<file path="config.mk">
export PLATFORM = sky130hd
export DESIGN_NAME = mlane_if
export DESIGN_NICKNAME = d
export VERILOG_FILES = /design/src/rtl/mlane_pkg.sv /design/src/rtl/mlane_rx_deser.sv /design/src/rtl/mlane_width_ctl.sv /design/src/rtl/mlane_tx_ser.sv /design/src/rtl/mlane_if.sv
export SDC_FILE = /design/constraint.sdc
export NUM_CORES = 1
export LEC_CHECK = 0
export BUFFER_PORTS_ARGS = -buffer_cell sky130_fd_sc_hd__buf_2
export CAP_MARGIN = 20
export CORE_MARGIN = 2
export CORE_UTILIZATION = 55
export CTS_CLUSTER_DIAMETER = 150
export DETAILED_ROUTE_END_ITERATION = 8
export GPL_TIMING_DRIVEN = 0
export PLACE_DENSITY = 0.78
export REMOVE_ABC_BUFFERS = 1
export SYNTH_ARGS = -nofsm -noshare
export SYNTH_HDL_FRONTEND = slang
export SYNTH_SLANG_ARGS = --single-unit
</file>
<file path="constraint.sdc">
create_clock -name clk -period 3.4 [get_ports clk]
set_input_delay 0.51 -clock clk [delete_from_list [all_inputs] [get_ports clk]]
set_output_delay 0.51 -clock clk [all_outputs]
set_load 0.01 [all_outputs]
</file>
<file path="src/rtl/mlane_pkg.sv">
package mlane_pkg;

  typedef enum logic [1:0] {
    W_SINGLE = 2'd0,
    W_DUAL   = 2'd1,
    W_QUAD   = 2'd2
  } width_e;

  localparam logic [7:0] CMD_GO_DUAL   = 8'h3B;
  localparam logic [7:0] CMD_GO_QUAD   = 8'h38;
  localparam logic [7:0] CMD_GO_SINGLE = 8'hFF;

  function automatic logic [2:0] bits_per_clk(width_e w);
    case (w)
      W_DUAL:  return 3'd2;
      W_QUAD:  return 3'd4;
      default: return 3'd1;
    endcase
  endfunction

  function automatic logic [3:0] lane_mask(width_e w);
    case (w)
      W_DUAL:  return 4'b0011;
      W_QUAD:  return 4'b1111;
      default: return 4'b0010;
    endcase
  endfunction

endpackage

</file>
<file path="src/rtl/mlane_rx_deser.sv">
module mlane_rx_deser
  import mlane_pkg::*;
#(
  parameter int SLOT_MAX = 4,
  parameter int IDX_W    = 3
) (
  input  logic             clk,
  input  logic             rst_n,
  input  logic             cs_n,
  input  logic             sck_rise,
  input  width_e           width,
  input  logic [3:0]       lane_in,
  output logic             rx_valid,
  output logic [7:0]       rx_data,
  output logic             rx_first,
  output logic             at_boundary,
  output logic [IDX_W-1:0] byte_idx
);

  localparam logic [IDX_W-1:0] IDX_SAT = IDX_W'(SLOT_MAX);

  logic [7:0] sh_q, sh_nxt;
  logic [2:0] bcnt_q;
  logic [2:0] step;
  logic [3:0] sum;
  logic       done;

  assign step = bits_per_clk(width);
  assign sum  = {1'b0, bcnt_q} + {1'b0, step};
  assign done = (sum == 4'd8);
  assign at_boundary = (bcnt_q == 3'd0);

  always_comb begin
    case (width)
      W_DUAL:  sh_nxt = {sh_q[5:0], lane_in[1:0]};
      W_QUAD:  sh_nxt = {sh_q[3:0], lane_in};
      default: sh_nxt = {sh_q[6:0], lane_in[0]};
    endcase
  end

  always_ff @(posedge clk or negedge rst_n) begin
    if (!rst_n) begin
      sh_q     <= '0;
      bcnt_q   <= '0;
      byte_idx <= '0;
      rx_valid <= 1'b0;
      rx_data  <= '0;
      rx_first <= 1'b0;
    end else begin
      rx_valid <= 1'b0;
      if (cs_n) begin
        bcnt_q   <= '0;
        byte_idx <= '0;
      end else if (sck_rise) begin
        sh_q <= sh_nxt;
        if (done) begin
          bcnt_q   <= '0;
          rx_data  <= sh_nxt;
          rx_valid <= 1'b1;
          rx_first <= (byte_idx == '0);
          if (byte_idx != IDX_SAT) byte_idx <= byte_idx + 1'b1;
        end else begin
          bcnt_q <= sum[2:0];
        end
      end
    end
  end

  AST_STROBE_FROM_EDGE: assert property (@(posedge clk) disable iff (!rst_n)
    rx_valid |-> $past(sck_rise));

  AST_COUNT_ALIGNED: assert property (@(posedge clk) disable iff (!rst_n)
    ((bcnt_q & (step - 3'd1)) == 3'd0));

endmodule

</file>
<file path="src/rtl/mlane_width_ctl.sv">
module mlane_width_ctl
  import mlane_pkg::*;
(
  input  logic       clk,
  input  logic       rst_n,
  input  logic       rx_valid,
  input  logic       rx_first,
  input  logic [7:0] rx_data,
  output width_e     width
);

  always_ff @(posedge clk or negedge rst_n) begin
    if (!rst_n) begin
      width <= W_SINGLE;
    end else if (rx_valid && rx_first) begin
      case (width)
        W_SINGLE: begin
          if (rx_data == CMD_GO_DUAL)      width <= W_DUAL;
          else if (rx_data == CMD_GO_QUAD) width <= W_QUAD;
        end
        default: begin
          if (rx_data == CMD_GO_SINGLE) width <= W_SINGLE;
        end
      endcase
    end
  end

  AST_WIDTH_ON_FIRST_BYTE: assert property (@(posedge clk) disable iff (!rst_n)
    !$stable(width) |-> $past(rx_valid && rx_first));

  AST_WIDE_EXITS_TO_SINGLE: assert property (@(posedge clk) disable iff (!rst_n)
    (!$stable(width) && ($past(width) != W_SINGLE)) |-> (width == W_SINGLE));

endmodule

</file>
<file path="src/rtl/mlane_tx_ser.sv">
module mlane_tx_ser
  import mlane_pkg::*;
#(
  parameter int NARROW_SLOT = 3,
  parameter int WIDE_SLOT   = 4,
  parameter int IDX_W       = 3
) (
  input  logic             clk,
  input  logic             rst_n,
  input  logic             cs_n,
  input  logic             sck_fall,
  input  logic             at_boundary,
  input  logic [IDX_W-1:0] byte_idx,
  input  width_e           width,
  input  logic             tx_valid,
  input  logic [7:0]       tx_data,
  output logic             tx_ready,
  output logic [3:0]       lane_out,
  output logic [3:0]       lane_oe
);

  localparam logic [IDX_W-1:0] SLOT_N = IDX_W'(NARROW_SLOT);
  localparam logic [IDX_W-1:0] SLOT_W = IDX_W'(WIDE_SLOT);

  logic [7:0] sh_q;
  logic       active_q;
  logic       slot_ok;

  assign slot_ok  = (width == W_SINGLE) ? (byte_idx >= SLOT_N) : (byte_idx >= SLOT_W);
  assign tx_ready = sck_fall && at_boundary && slot_ok && !cs_n;

  always_ff @(posedge clk or negedge rst_n) begin
    if (!rst_n) begin
      sh_q     <= '0;
      active_q <= 1'b0;
    end else if (cs_n) begin
      active_q <= 1'b0;
    end else if (sck_fall) begin
      if (at_boundary) begin
        if (tx_valid && tx_ready) begin
          sh_q     <= tx_data;
          active_q <= 1'b1;
        end else begin
          active_q <= 1'b0;
        end
      end else begin
        case (width)
          W_DUAL:  sh_q <= {sh_q[5:0], 2'b00};
          W_QUAD:  sh_q <= {sh_q[3:0], 4'h0};
          default: sh_q <= {sh_q[6:0], 1'b0};
        endcase
      end
    end
  end

  for (genvar g = 0; g < 4; g++) begin : g_lane
    always_comb begin
      case (width)
        W_QUAD:  lane_out[g] = sh_q[4+g];
        W_DUAL:  lane_out[g] = (g < 2) ? sh_q[6+(g%2)] : 1'b0;
        default: lane_out[g] = (g == 1) ? sh_q[7] : 1'b0;
      endcase
    end
  end

  assign lane_oe = active_q ? lane_mask(width) : 4'b0000;

  AST_NO_EARLY_DRIVE: assert property (@(posedge clk) disable iff (!rst_n)
    $rose(active_q) |-> $past(slot_ok));

  AST_SINGLE_IN_LANE_FREE: assert property (@(posedge clk) disable iff (!rst_n)
    (width == W_SINGLE) |-> !lane_oe[0]);

endmodule

</file>
<file path="src/rtl/mlane_if.sv">
module mlane_if
  import mlane_pkg::*;
#(
  parameter int CMD_BYTES   = 1,
  parameter int ADDR_BYTES  = 2,
  parameter int DUMMY_BYTES = 1
) (
  input  logic       clk,
  input  logic       rst_n,
  input  logic       cs_n,
  input  logic       sck,
  input  logic [3:0] lane_in,
  output logic [3:0] lane_out,
  output logic [3:0] lane_oe,
  output logic [1:0] lane_mode,
  output logic       rx_valid,
  output logic [7:0] rx_data,
  input  logic       tx_valid,
  input  logic [7:0] tx_data,
  output logic       tx_ready
);

  localparam int SLOT_NARROW = CMD_BYTES + ADDR_BYTES;
  localparam int SLOT_WIDE   = SLOT_NARROW + DUMMY_BYTES;
  localparam int IDX_W       = $clog2(SLOT_WIDE + 1);

  logic             sck_q;
  logic             sck_rise, sck_fall;
  logic             rx_first, at_boundary;
  logic [IDX_W-1:0] byte_idx;
  width_e           width;

  always_ff @(posedge clk or negedge rst_n) begin
    if (!rst_n) sck_q <= 1'b0;
    else        sck_q <= sck;
  end

  assign sck_rise  = sck && !sck_q && !cs_n;
  assign sck_fall  = !sck && sck_q && !cs_n;
  assign lane_mode = width;

  mlane_rx_deser #(.SLOT_MAX(SLOT_WIDE), .IDX_W(IDX_W)) u_rx (
    .clk(clk), .rst_n(rst_n), .cs_n(cs_n), .sck_rise(sck_rise), .width(width),
    .lane_in(lane_in), .rx_valid(rx_valid), .rx_data(rx_data), .rx_first(rx_first),
    .at_boundary(at_boundary), .byte_idx(byte_idx)
  );

  mlane_width_ctl u_width (
    .clk(clk), .rst_n(rst_n), .rx_valid(rx_valid), .rx_first(rx_first),
    .rx_data(rx_data), .width(width)
  );

  mlane_tx_ser #(.NARROW_SLOT(SLOT_NARROW), .WIDE_SLOT(SLOT_WIDE), .IDX_W(IDX_W)) u_tx (
    .clk(clk), .rst_n(rst_n), .cs_n(cs_n), .sck_fall(sck_fall), .at_boundary(at_boundary),
    .byte_idx(byte_idx), .width(width), .tx_valid(tx_valid), .tx_data(tx_data),
    .tx_ready(tx_ready), .lane_out(lane_out), .lane_oe(lane_oe)
  );

  AST_RELEASE_ON_DESELECT: assert property (@(posedge clk) disable iff (!rst_n)
    cs_n |=> (lane_oe == 4'b0000));

  AST_NO_RX_DESELECTED: assert property (@(posedge clk) disable iff (!rst_n)
    cs_n |=> !rx_valid);

endmodule

</file>
Word-level counts from Yosys, hierarchy flattened
Index checks and enable logic that the tools add are counted.
{ "word_totals": {"regBits": 35, "latch_bits": 0, "ram_bits": 0, "romBits": 0, "in_bits": 17, "output_inout_bits": 20, "wordCells": 81, "memories": 0} }
{ "classes": {"add_sub_neg": 2, "multipliers": 0, "n_div": 0, "n_lt_le_gt_ge": 2, "n_eq_ne": 9, "shifts": 0, "n_mux": 30, "bitwise_logic": 1, "reduce_logical": 27} }
{ "op_table": {"columns": ["cell", "n"], "rows": [
  ["$pmux 8 s2", 2],
  ["$mux 3", 7],
  ["$eq 8x6->1 const B", 2],
  ["$mux 8", 2],
  ["$reduce_and 3->1", 4],
  ["$reduce_bool 2->1", 6],
  ["$mux 1", 11],
  ["$logic_and 1x1->1", 9],
  ["$eq 8x8->1 const B", 1],
  ["$mux 2", 4],
  ["$pmux 4 s2", 1],
  ["$logic_not 3->1", 2],
  ["$pmux 3 s2", 1],
  ["$add 3x3->4", 1],
  ["$eq 4x4->1 const B", 1],
  ["$mux 4", 1],
  ["$reduce_and 2->1", 2],
  ["$add 3x1->3 const B", 1],
  ["$ge 3x2->1 const B", 1],
  ["$ge 3x3->1 const B", 1],
  ["$logic_not 1->1", 3],
  ["$ne 3x1->1 const B", 1],
  ["$ne 3x3->1 const B", 1],
  ["$eq 2x1->1 const B", 1],
  ["5 further kinds", 5]
]} }

Depth between registers and ports, before layout
{ "depth": {"ltp_word": 11, "mapped_depth": 11, "ltp_nobuf": 9} }

Modules after synthesis
From an unflattened synthesis, not the netlist that was laid out.
{ "unflattened": {"hier_cells": 213, "area_unflattened_um2": 2113.3} }
{ "by_module_without_submodules": {"columns": ["module", "n_inst", "cells_each", "area_per_inst_um2", "seq_area_each_um2"], "rows": [
  ["mlane_rx_deser", 1, 121, 1202.4, 575.6],
  ["mlane_tx_ser", 1, 74, 718.2, 225.2],
  ["mlane_width_ctl", 1, 15, 152.6, 50.0],
  ["mlane_if", 1, 3, 40.0, 25.0]
]} }

Worst setup path before layout
OpenSTA, ideal clock, no wires.
{ "synth_path": {"path_kind": "reg2reg", "start": "register u_width.width[0]", "end": "register u_rx.byte_idx[0]", "setup_time_ns": 0.128, "t_arrival_ns": 3.095, "required_time_ns": 3.272, "setup_slack_ns": 0.177, "stages_incl_launch_ff": 12, "path_buffers": 2, "period_less_slack_ns": 3.223, "cell_sequence": "dfrtp_1 -> inv_1 -> ha_1 -> clkinv_1 -> clkbuf_1 -> ha_1 -> fa_1 -> xor2_1 -> a2111o_1 -> buf_2 -> a211oi_4 -> mux2_1"} }
{ "synth_via": {"elab_chain_cells": 6, "word_cells_on_any_way": 7, "cone_classes": "1 x add/sub; 3 x eq/ne; 1 x mux; 2 x reduce/logical"} }
{ "synth_rtl": {"columns": ["element", "line_no", "source"], "rows": [
  ["from (decl)", "mlane_width_ctl.sv:9", "output width_e width"],
  ["from (signal assigned)", "mlane_width_ctl.sv:14", "width <= W_SINGLE;"],
  ["from (signal assigned)", "mlane_width_ctl.sv:18", "if (rx_data == CMD_GO_DUAL) width <= W_DUAL;"],
  ["from (signal assigned)", "mlane_width_ctl.sv:19", "else if (rx_data == CMD_GO_QUAD) width <= W_QUAD;"],
  ["$eq 2x2->1 / $eq 2x1->1 (equally long branches)", "mlane_pkg.sv:14", "case (w)"],
  ["$pmux 3 s2 (*)", "mlane_pkg.sv:14", null],
  ["$add 3x3->4 (*)", "mlane_rx_deser.sv:29", "assign sum = {1'b0, bcnt_q} + {1'b0, step};"],
  ["$eq 4x4->1 (*)", "mlane_rx_deser.sv:30", "assign done = (sum == 4'd8);"],
  ["$reduce_bool 2->1 (no line) (*)", null, null],
  ["$reduce_and 3->1 (no line) (*)", null, null],
  ["to (signal assigned)", "mlane_rx_deser.sv:61", "if (byte_idx != IDX_SAT) byte_idx <= byte_idx + 1'b1;"],
  ["to (decl)", "mlane_rx_deser.sv:17", "output logic [IDX_W-1:0] byte_idx"]
]} }
Every way passes the cells marked *; elsewhere a longest branch is shown, timed or not.
A chain may end at the register's enable or synchronous reset.

Final worst setup path
{ "layout_path": {"start": "register u_width.width[1]", "end": "register u_rx.rx_data[0]"} }
{ "layout_via": {"elab_chain_cells": 5, "word_cells_on_any_way": 6, "cone_classes": "1 x add/sub; 3 x eq/ne; 1 x mux; 1 x reduce/logical"} }
{ "layout_rtl": {"columns": ["element", "line_no", "source"], "rows": [
  ["$eq 2x2->1 / $eq 2x1->1 (equally long branches)", "mlane_pkg.sv:14", null],
  ["$pmux 3 s2 (*)", "mlane_pkg.sv:14", null],
  ["$add 3x3->4 (*)", "mlane_rx_deser.sv:29", null],
  ["$eq 4x4->1 (*)", "mlane_rx_deser.sv:30", null],
  ["$reduce_and 3->1 (no line) (*)", null, null],
  ["to (signal assigned)", "mlane_rx_deser.sv:58", "rx_data <= sh_nxt;"],
  ["to (decl)", "mlane_rx_deser.sv:14", "output logic [7:0] rx_data,"]
]} }
Marked as above.

==> results.cfg <==
[status]
status = complete, no violations

[critical_path]
crit_path_to = u_rx.rx_data[0]$_DFFE_PN0P_
cp.buffers_inverters = 2
r2r_cells = 9
crit_chain = inv_1 > ha_4 > clkinv_4 > ha_1 > fa_1 > xor2_1 > a2111o_2 > or2_4 > mux2_4
critPathTopFamily = adder cells
critical_path.startpoint_type = flip-flop
worstPathRequired_ns = 3.57
reg2reg_to = u_rx.rx_data[0]$_DFFE_PN0P_
worstSetupEndpointType = flip-flop
setup.worst_path.class = reg -> reg
timing.critical_path.depth = 9
worst-endpoint-arrival_ns = 3.43
cp_slowest_cell = sky130_fd_sc_hd__a2111o_2
max_stage_delay_ns = 0.57
crit_fanout = 17
startpoint_of_the_worst_setup_timing_path = u_width.width[1]$_DFFE_PN0P_
timing.reg2reg.setup_slack_ns = 0.14
critical_register_to_register_path_startpoint = u_width.width[1]$_DFFE_PN0P_

[grt]
grt_max_degree = 36
grt_pass1_wl_um = 7389
antenna_violations_before_repair = 0
grt_use_total_pct = 22.87
remaining_global_route_overflow = 0
grt_pass1_vias = 1574

[cts]
cts_made_buffers = 5
cts_root_buf = sky130_fd_sc_hd__clkbuf_8
cts_tree = yes
clk_pin_slew_ns = 0.07
clock_latency_ns = 0.29
cts.path.max_buffers = 2
cts_sinks = 35
cts_setup_buffers = 0
ctsHtreeMaxLevel = 2

[floorplan]
io_pins = 37
initial_core_util_pct = 56.44
die_area_mm2 = 0.004233
die-width_um = 65.06
fp-row-count = 22
height_of_the_die_um = 65.06
core_area_mm2 = 0.003633

[logic_synthesis]
register_bit_count_reported_by_yosys = 35
syn_area_mm2 = 0.002051
netlist-cell-type-count = 41
syn_area_per_cell_um2 = 9.155
synth_enable_flop_cells = 0
synthesis.instances = 224
synth_ff_type = sky130_fd_sc_hd__dfrtp_1
yosysWarningCount = 0
synth.yosys.seq_area_share_pct = 42.71
synth_async_sr_flop_share_pct = 100.0

[drt]
wirelength_um = 4416
first_pass_iters = 4
detailroute.via_count = 1744
drc = 0
routedWlPerCell_um = 14.53
first_iter_violations = 118
drt.antenna.violating_nets = 0
avgViaCountPerCell = 5.737

[timing]
achievable-frequency_mhz = 307.2
tightest_slew_ns = 0.9565
timing.clock.skew_ns = 0.008791
final_period_minus_worst_setup_slack_ns = 3.255
finalSetupViolCount = 0
layout_worst_path_cycle_share_pct = 95.75
hold_violations = 0
drv_slew = 0
slew_headroom_pct = 35.89
rsz0062_at_grt = no
layout_setup_ws_ns = 0.1445

[placed_design]
worst_setup_slack_before_clock_tree_synthesis_ns = -0.5902
place_area_mm2 = 0.002230
buffer_ports.inserted = 36
global_placement_routability_congestion = 0.8269
dp_wirelength_um = 3159

[power]
totalPowerFinal_mw = 1.271
clock_power_share_pct = 26.0
power.combinational.fraction_pct = 31.2
power_per_cell_area_mw_per_mm2 = 540.8
intPower_mw = 0.8247
sw_frac_of_total_pct = 35.13
static-leakage-power_nw = 1.103
vdd_ir_drop_max_uv = 300.8
power_spent_charging_and_discharging_nets_mw = 0.4466
share_of_power_burned_in_registers_pct = 42.8

[finish]
antenna_cells = 0
stdcell_area_mm2 = 0.002351
layout_commonest_cell = sky130_fd_sc_hd__buf_2
fillerInstances = 328
layout_common_cells = sky130_fd_sc_hd__buf_2 (36), sky130_fd_sc_hd__dfrtp_1 (35), sky130_fd_sc_hd__o21ai_0 (26)
fraction_of_layout_instances_using_a_drive_strength_above_1_pct = 22.27
final_net_count = 284
layout-area-overhead-vs-synth_pct = 14.64

[worst_hold_path]
hold_path.class = in -> async

[job]
maxCapViolCount = 0
-- cells in the mapped netlist (2+ instances only) --
cell type                  count  area, um2
sky130_fd_sc_hd__nor2b_1       2      12.51
sky130_fd_sc_hd__nor2_1       21      78.83
sky130_fd_sc_hd__and3_1        5      31.28
sky130_fd_sc_hd__nand2_1      21      78.83
sky130_fd_sc_hd__a21oi_1      23      115.1
sky130_fd_sc_hd__nand2b_1      4      25.02
sky130_fd_sc_hd__o21ai_0      26      130.1
sky130_fd_sc_hd__inv_1         9      33.78
sky130_fd_sc_hd__mux2_2        4      45.04
sky130_fd_sc_hd__clkbuf_1      8      30.03
sky130_fd_sc_hd__ha_1         11      137.6
sky130_fd_sc_hd__mux2i_1       3      30.03
sky130_fd_sc_hd__a22oi_1      11      82.58
sky130_fd_sc_hd__buf_4         2      15.01
sky130_fd_sc_hd__a211oi_1      5      37.54
sky130_fd_sc_hd__mux2_4        2      30.03
sky130_fd_sc_hd__and4_1        2      17.52
sky130_fd_sc_hd__a31oi_1       3      18.77
sky130_fd_sc_hd__nor3_1        3      15.01
sky130_fd_sc_hd__dfrtp_1      35      875.8
sky130_fd_sc_hd__and2_1        4      25.02
-- logic make-up (layout without fill, tap and decap cells) --
logic type	Yosys count	count (layout)	share of synthesized area, %
AO/OA/AOI/OAI	75	75	22.21
XOR/XNOR	1	1	0.4272
multiplexers	10	10	5.674
flip-flops	35	35	42.71
buffers and inverters	22	54	4.819
adder cells (fa/ha/maj)	12	12	7.688
AND/OR/NAND/NOR	69	69	16.47
-- per-layer routing --
layer	vias up	routed length (um)	track usage, %
li1	860	-	-
met1	840	1972	30.22
met2	40	2171	37.50
met3	4	225	5.208
met4	0	46	7.031
met5	-	0	0
-- stage by stage --
stage | cells | TNS, ns | utilization [%] | hold WS (ns)
after global routing | 304 | 0 | 64.70 | 0.3586
after floorplan | 212 | -0.2115 | - | 0.2144
final | 304 | 0 | 64.70 | 0.2906
after global placement | 296 | -5.130 | 61.36 | 0.4725
after CTS | 304 | 0 | 64.67 | 0.3107
after detailed placement | 296 | -5.380 | 61.36 | 0.4840
-- worst reg2reg max path, cell delays in order (launching register included) --
cell                       delay [ns]
sky130_fd_sc_hd__dfrtp_1         0.45
sky130_fd_sc_hd__inv_1           0.14
sky130_fd_sc_hd__ha_4            0.39
sky130_fd_sc_hd__clkinv_4        0.15
sky130_fd_sc_hd__ha_1            0.24
sky130_fd_sc_hd__fa_1            0.38
sky130_fd_sc_hd__xor2_1          0.18
sky130_fd_sc_hd__a2111o_2        0.57
sky130_fd_sc_hd__or2_4           0.33
sky130_fd_sc_hd__mux2_4          0.31
-- flip-flops by register name (all words and copies together) (netlist names) --
name and count:
u_rx.rx_data 8, u_tx.sh_q 8, u_rx.sh_q 7, u_rx.bcnt_q 3, u_rx.byte_idx 3, u_width.width 2
sck_q 1, u_rx.rx_first 1, u_rx.rx_valid 1, u_tx.active_q 1
-- area by class of cell --
cell class / instances / area [um2] / share of cell area [%]
inverters: 10 / 42.54 / 1.809
well taps: 48 / 60.06 / 2.555
clock buffers: 8 / 100.1 / 4.258
multi-input cells: 167 / 1092 / 46.46
flip-flops and latches: 35 / 875.8 / 37.25
repair buffers: 36 / 180.2 / 7.664
-- power groups by stage --
stage / Clock, mW / Sequential [mW] / Combinational [mW]
6_report: 0.331 / 0.544 / 0.396
5_1_grt: 0.360 / 0.553 / 0.448
4_1_cts: 0.341 / 0.542 / 0.398
3_5_place_dp: 0 / 0.550 / 0.374
3_3_place_gp: 0 / 0.548 / 0.365
2_1_floorplan: 0 / 0.536 / 0.266
-- worst min-delay path by stage --
stage                                         from                         end  slack [ns]  cells after the start
after global placement    u_rx.sh_q[6]$_DFFE_PN0P_    u_rx.sh_q[6]$_DFFE_PN0P_        0.47                      2
after floorplan                              rst_n             sck_q$_DFF_PN0_        0.21                      0
after detailed placement  u_rx.sh_q[6]$_DFFE_PN0P_    u_rx.sh_q[6]$_DFFE_PN0P_        0.48                      2
after global routing                         rst_n  u_rx.bcnt_q[2]$_DFFE_PN0P_        0.36                      1
final                                        rst_n  u_rx.bcnt_q[2]$_DFFE_PN0P_        0.29                      1
after CTS                                    rst_n  u_rx.bcnt_q[2]$_DFFE_PN0P_        0.31                      1
-- timing repair --
| action | 4_1_cts | 5_1_grt |
|---|---|---|
| hold buffers | 0 | 0 |
| resized for setup | 5 | 1 |
| setup endpoints to repair | 13 | 2 |
| pin swaps | 0 | 0 |
Note: power is estimated with default switching activity, not from simulation.
